`config.mk`:
```
export PLATFORM = sky130hd
export DESIGN_NAME = flag_alu
export DESIGN_NICKNAME = d
export VERILOG_FILES = /design/src/rtl/flag_alu_pkg.sv /design/src/rtl/flag_alu_datapath.sv /design/src/rtl/flag_alu_flagreg.sv /design/src/rtl/flag_alu_cond.sv /design/src/rtl/flag_alu.sv
export SDC_FILE = /design/constraint.sdc
export NUM_CORES = 1
export LEC_CHECK = 0
export BUFFER_PORTS_ARGS = -buffer_cell sky130_fd_sc_hd__buf_2
export CAP_MARGIN = 20
export CORE_AREA = 2 2 103 105
export DETAILED_ROUTE_END_ITERATION = 10
export DIE_AREA = 0 0 105 107
export PLACE_DENSITY = 0.95
export SYNTH_ARGS = -nofsm -noshare
export SYNTH_HDL_FRONTEND = slang
export SYNTH_SLANG_ARGS = --single-unit
export TNS_END_PERCENT = 5
```
`constraint.sdc`:
```
create_clock -name clk -period 17.65 [get_ports clk]
set_input_delay 2.6475 -clock clk [delete_from_list [all_inputs] [get_ports clk]]
set_output_delay 2.6475 -clock clk [all_outputs]
set_load 0.005 [all_outputs]
```
`src/rtl/flag_alu_pkg.sv`:
```
package flag_alu_pkg;

  localparam int FLAG_W  = 2;
  localparam int FLAG_Z  = 0;
  localparam int FLAG_C  = 1;
  localparam int OP_W    = 4;
  localparam int COND_W  = 3;

  typedef enum logic [OP_W-1:0] {
    OP_ADD = 4'd0,
    OP_SUB = 4'd1,
    OP_CMP = 4'd2,
    OP_SHL = 4'd3,
    OP_SHR = 4'd4,
    OP_INC = 4'd5,
    OP_DEC = 4'd6
  } alu_op_e;

  typedef enum logic [COND_W-1:0] {
    CC_ALWAYS = 3'd0,
    CC_ZERO   = 3'd1,
    CC_NZERO  = 3'd2,
    CC_CARRY  = 3'd3,
    CC_NCARRY = 3'd4
  } cond_e;

  function automatic logic op_known(input logic [OP_W-1:0] op);
    return op <= OP_DEC;
  endfunction

  function automatic logic op_stores(input logic [OP_W-1:0] op);
    return op_known(op) && (op != OP_CMP);
  endfunction

endpackage

```
`src/rtl/flag_alu_datapath.sv`:
```
module flag_alu_datapath
  import flag_alu_pkg::*;
#(
  parameter int W = 32
) (
  input  logic [OP_W-1:0] op_code,
  input  logic [W-1:0]    opnd_a,
  input  logic [W-1:0]    opnd_b,
  input  logic [W-1:0]    dest_old,
  output logic [W-1:0]    res,
  output logic            carry_nx,
  output logic            zero_nx,
  output logic            legal
);

  localparam logic [W-1:0] ONE = W'(1);

  function automatic logic [W-1:0] f_add(input logic [W-1:0] x, input logic [W-1:0] y);
    return x + y;
  endfunction

  function automatic logic [W-1:0] f_rsub(input logic [W-1:0] x, input logic [W-1:0] y);
    return y - x;
  endfunction

  function automatic logic [W-1:0] f_shl1(input logic [W-1:0] x);
    return {x[W-2:0], 1'b0};
  endfunction

  function automatic logic [W-1:0] f_shr1(input logic [W-1:0] x);
    return {1'b0, x[W-1:1]};
  endfunction

  logic dest_lt_a;
  logic dest_gt_a;

  assign dest_lt_a = dest_old < opnd_a;
  assign dest_gt_a = dest_old > opnd_a;

  always_comb begin
    res      = '0;
    carry_nx = 1'b0;
    legal    = 1'b1;
    case (op_code)
      OP_ADD: begin
        res      = f_add(opnd_a, opnd_b);
        carry_nx = dest_lt_a;
      end
      OP_SUB, OP_CMP: begin
        res      = f_rsub(opnd_a, opnd_b);
        carry_nx = dest_gt_a;
      end
      OP_SHL: begin
        res      = f_shl1(opnd_a);
        carry_nx = opnd_a[W-1];
      end
      OP_SHR: begin
        res      = f_shr1(opnd_a);
        carry_nx = opnd_a[0];
      end
      OP_INC: begin
        res      = f_add(opnd_a, ONE);
        carry_nx = dest_gt_a;
      end
      OP_DEC: begin
        res      = f_rsub(ONE, opnd_a);
        carry_nx = dest_gt_a;
      end
      default: legal = 1'b0;
    endcase
  end

  assign zero_nx = (res == '0);

endmodule

```
`src/rtl/flag_alu_flagreg.sv`:
```
module flag_alu_flagreg
  import flag_alu_pkg::*;
(
  input  logic              clk,
  input  logic              rst_n,
  input  logic              load,
  input  logic              zero_in,
  input  logic              carry_in,
  output logic [FLAG_W-1:0] flags_q
);

  always_ff @(posedge clk or negedge rst_n) begin
    if (!rst_n) begin
      flags_q <= '0;
    end else if (load) begin
      flags_q[FLAG_Z] <= zero_in;
      flags_q[FLAG_C] <= carry_in;
    end
  end

endmodule

```
`src/rtl/flag_alu_cond.sv`:
```
module flag_alu_cond
  import flag_alu_pkg::*;
(
  input  logic [COND_W-1:0] cond_sel,
  input  logic [FLAG_W-1:0] flags_q,
  output logic              taken
);

  always_comb begin
    case (cond_sel)
      CC_ALWAYS: taken = 1'b1;
      CC_ZERO:   taken = flags_q[FLAG_Z];
      CC_NZERO:  taken = !flags_q[FLAG_Z];
      CC_CARRY:  taken = flags_q[FLAG_C];
      CC_NCARRY: taken = !flags_q[FLAG_C];
      default:   taken = 1'b0;
    endcase
  end

endmodule

```
`src/rtl/flag_alu.sv`:
```
module flag_alu
  import flag_alu_pkg::*;
#(
  parameter int DATA_W = 32
) (
  input  logic              clk,
  input  logic              rst_n,
  input  logic              op_valid,
  input  logic [3:0]        op_code,
  input  logic [2:0]        cond_sel,
  input  logic [DATA_W-1:0] opnd_a,
  input  logic [DATA_W-1:0] opnd_b,
  input  logic [DATA_W-1:0] dest_old,
  input  logic              wb_req,
  output logic [DATA_W-1:0] result,
  output logic              wr_en,
  output logic [1:0]        flags,
  output logic              cond_true,
  output logic              illegal_op
);

  logic legal;
  logic zero_nx;
  logic carry_nx;
  logic op_accept;

  flag_alu_datapath #(.W(DATA_W)) u_dp (
    .op_code  (op_code),
    .opnd_a   (opnd_a),
    .opnd_b   (opnd_b),
    .dest_old (dest_old),
    .res      (result),
    .carry_nx (carry_nx),
    .zero_nx  (zero_nx),
    .legal    (legal)
  );

  assign op_accept  = op_valid && legal;
  assign illegal_op = op_valid && !legal;
  assign wr_en      = op_accept && wb_req && op_stores(op_code);

  flag_alu_flagreg u_flags (
    .clk      (clk),
    .rst_n    (rst_n),
    .load     (op_accept),
    .zero_in  (zero_nx),
    .carry_in (carry_nx),
    .flags_q  (flags)
  );

  flag_alu_cond u_cond (
    .cond_sel (cond_sel),
    .flags_q  (flags),
    .taken    (cond_true)
  );

endmodule

```
==> qor_table.md <==
| Result | This run | Unit |
|---|---|---|
| Critical-path cell list | buf_2 > or4_1 > or3_1 > or3_1 > or2_2 > or4_1 > nor3_1 > xnor2_1 > o21ai_0 > ha_1 > a21o_1 > a31oi_1 > o21ai_0 > and3_1 > or4b_2 > o221ai_1 > xnor2_1 > o2111ai_1 > buf_2 | - |
| Transition at the pin with the smallest max-transition slack | 798 | ps |
| Period utilisation layout | 60.2 | % |
| Leading cell types in the layout, fill and taps excluded | buf_2, ha_1, o21ai_0 | - |
| Number of endpoints failing setup at the final stage | 0 | - |
| Pin count of the biggest net entering global routing | 33 | - |
| Buffers on Ports | 143 | - |
| Number of slew-limit violations in the final report | 0 | - |
| Area after detailed placement | 6770 | µm² |
| Die X-Extent | 105 | µm |
| Buffer type at the clock tree root | clkbuf_8 | - |
| CTS tree | built | - |
| Worst-path cell with the longest stage delay | or4b_2 | - |
| Area share of the largest cell type after synthesis | 19.8 | % |
| Count of flip-flops with a built-in enable after synthesis | 0 | - |
| Setup repair after global routing missed its margin | no | - |
| Max FFs per register | 2 | - |
| WP data required | 15000 | ps |
| Number of gates resized after cts | 0 | - |
| Relative area change from synthesis to final layout | 13.2 | % |
| Starting density of the core | 59.6 | % |
| Launch point of the critical path | opnd_b[6] | - |
| Reported leakage power | 3.15 | nW |
| Via count normalized by instance count | 6.79 | - |
| Total Negative Setup Slacks | 0 | ps |
| Synthesis warning total | 0 | - |
| Initial antenna violation count | 0 | - |
| Clock tree sinks | 2 | - |
| Total I/O pin count | 144 | - |
| Peak fanout along the critical path | 11 | - |
| Sum of overflow across all layers after global routing | 0 | - |
| Synthesized netlist cell count | 887 | - |
| Post-layout minimum cycle time | 10630 | ps |
| Die span in y | 107 | µm |
| Per-cell routed wire length | 19.2 | µm |
| # diodes | 0 | - |
| Number of routed nets with antenna violations | 0 | - |
| Post-synth ARST share | 100 | % |
| Clock H-tree levels | 1 | - |
| Total clock buffers created by CTS | 3 | - |
| Share of synthesized area occupied by flip-flops and latches | 0.832 | % |
| Worst slew margin | 46.8 | % |
| Upper clock frequency limit | 0.0940 | GHz |
| Average cell area after synthesis | 6.78 | µm² |
| Endpoint class of the critical path | primary output | - |
| Post-synthesis cell type with the largest combined area | ha_1 | - |
| Final clock skew | 0 | ps |
| Critical Path AT | 7990 | ps |
| Source-to-sink clock delay at the later pin of the worst-skew pair | 210 | ps |
| Most frequent standard cell in the layout excluding fill and tap cells | buf_2 | - |
| Sum of internal, switching and leakage power | 0.000284 | W |
| #FFs+latches synth | 2 | - |
| Area of the die | 11200 | µm² |
| Ratio of total power to cell area | 41.7 | nW/µm² |
| Final Hold Vio Count | 0 | - |
| Core ar. | 10100 | µm² |
| Total track usage | 37.3 | % |
| Post-Route WL | 21700 | µm |
| Hold WC Path Type | reg -> reg | - |
| Post-synth top flop | dfrtp_1 | - |
| Top register by number of flip-flops | u_flags.flags_q | - |
| Number of nets produced by synthesis | 1091 | - |
| Reg2reg start | u_flags.flags_q[1] | - |
| Violation count after the first detailed-routing iteration | 1157 | - |
| Maximum vdd ir drop | 0.0216 | mV |
| Worst setup path category | in -> out | - |
| Number of buffers inserted by hold repair at cts | 0 | - |
| Worst-case clock buffer depth | 2 | - |
| Util after Layout | 67.5 | % |
| Worst Min Path Start | u_flags.flags_q[0] | - |
| Proportion of layout cells with a drive suffix above 1 | 17.1 | % |
| Delay contributed by the slowest stage of the critical path | 600 | ps |
| # fillers | 905 | - |
| Final layout net count | 1201 | - |
| First-pass GRT wire length | 34300 | µm |
| Clock-pin slew on the worst setup and hold paths | 30 | ps |
| Synth unique cells | 71 | - |
| Total of max-cap violations | 0 | - |
| DRC violations left | 0 | - |
| Number of cell rows | 37 | - |
| Outcome | completed | - |
| Via count of the first global-routing pass | 6890 | - |
| Final cell area excluding filler cells | 6810 | µm² |
| Post-synth design cell area | 6020 | µm² |
| Via total after detailed routing | 7676 | - |
| Cells taking the most area after synthesis | ha_1, xnor2_1, o21ai_0, a21oi_1, nor2_1 | - |
| Smallest hold slack | 557 | ps |
| Biggest regs | u_flags.flags_q x2 | - |
| Routability congestion estimate | 1.12 | - |
| Post-detail-place hpwl | 18200 | µm |
| Startpoint type of the worst setup path | input pin | - |
| First-pass detailed-route iteration total | 8 | - |
| Post-CTS setup-driven buffer insertion count | 0 | - |
==> synthesized netlist by cell type (11+ instances only) <==
cell type / n
a21o_1: 24
a21oi_1: 83
a222oi_1: 16
and3_1: 11
clkbuf_1: 36
ha_1: 95
inv_1: 54
nand2_1: 61
nand3_1: 15
nand4_1: 20
nor2_1: 69
nor2b_1: 12
nor3_1: 19
nor4_1: 11
o211ai_1: 13
o21a_1: 11
o21ai_0: 84
xnor2_1: 60
xor2_1: 26
==> layer usage <==
metal,track usage (%),vias up,share of wire (%)
met5,0,-,0
li1,-,3579,-
met1,52.4,3422,41
met2,55.7,590,40
met3,9.67,85,15
met4,11.1,0,3.6
==> area by class of cell <==
type	instances	area, µm²	share of cell area (%)
clock buffer	3	41.3	0.606
tap	136	170	2.50
timing repair buffer	148	753	11.1
sequential	2	50.0	0.735
multi-input combinational	788	5590	82.1
inverter	54	203	2.98
==> where the power goes <==
group | switching [W] | internal (W) | leakage, nW
Sequential | 0.000000487 | 0.00000503 | 0.0257
Clock | 0.00000341 | 0.0000144 | 0.0216
Combinational | 0.000157 | 0.000104 | 3.10
==> logic make-up after synthesis <==
logic type / count (synthesis) / share of synthesized area [%]
fa+ha+maj: 97 / 20.4
flops: 2 / 0.832
mux: 8 / 1.33
buf+inv: 97 / 6.39
compound gates: 319 / 34.7
simple gates: 278 / 23.8
xor+xnor: 86 / 12.5
==> path summary, 6_finish.rpt <==
kind	slack [ps]	to	cells after the start
worst min register to register	560	u_flags.flags_q[0]	1
worst min-delay path	560	u_flags.flags_q[0]	1
worst max register to register	16910	u_flags.flags_q[1]	2
max in group asynchronous	15330	u_flags.flags_q[1]	1
min in group asynchronous	2220	u_flags.flags_q[0]	1
worst max-delay path	7020	result[31]	19
==> critical path: cells and delay by family <==
kind,cells,cell delay (ps)
and+or+nand+nor,8,3190
AOI/OAI and AO/OA,6,1140
adders and majority gates,1,430
buffers and inverters,2,290
xor gates and xnor gates,2,270
==> per-stage QoR <==
step	cells	setup slack (ps)
after floorplan	887	7760
after global placement	1128	7130
after detailed placement	1128	7080
after CTS	1131	7070
after global routing	1131	6740
final	1131	7020
Power figures use the tool's default switching activity.
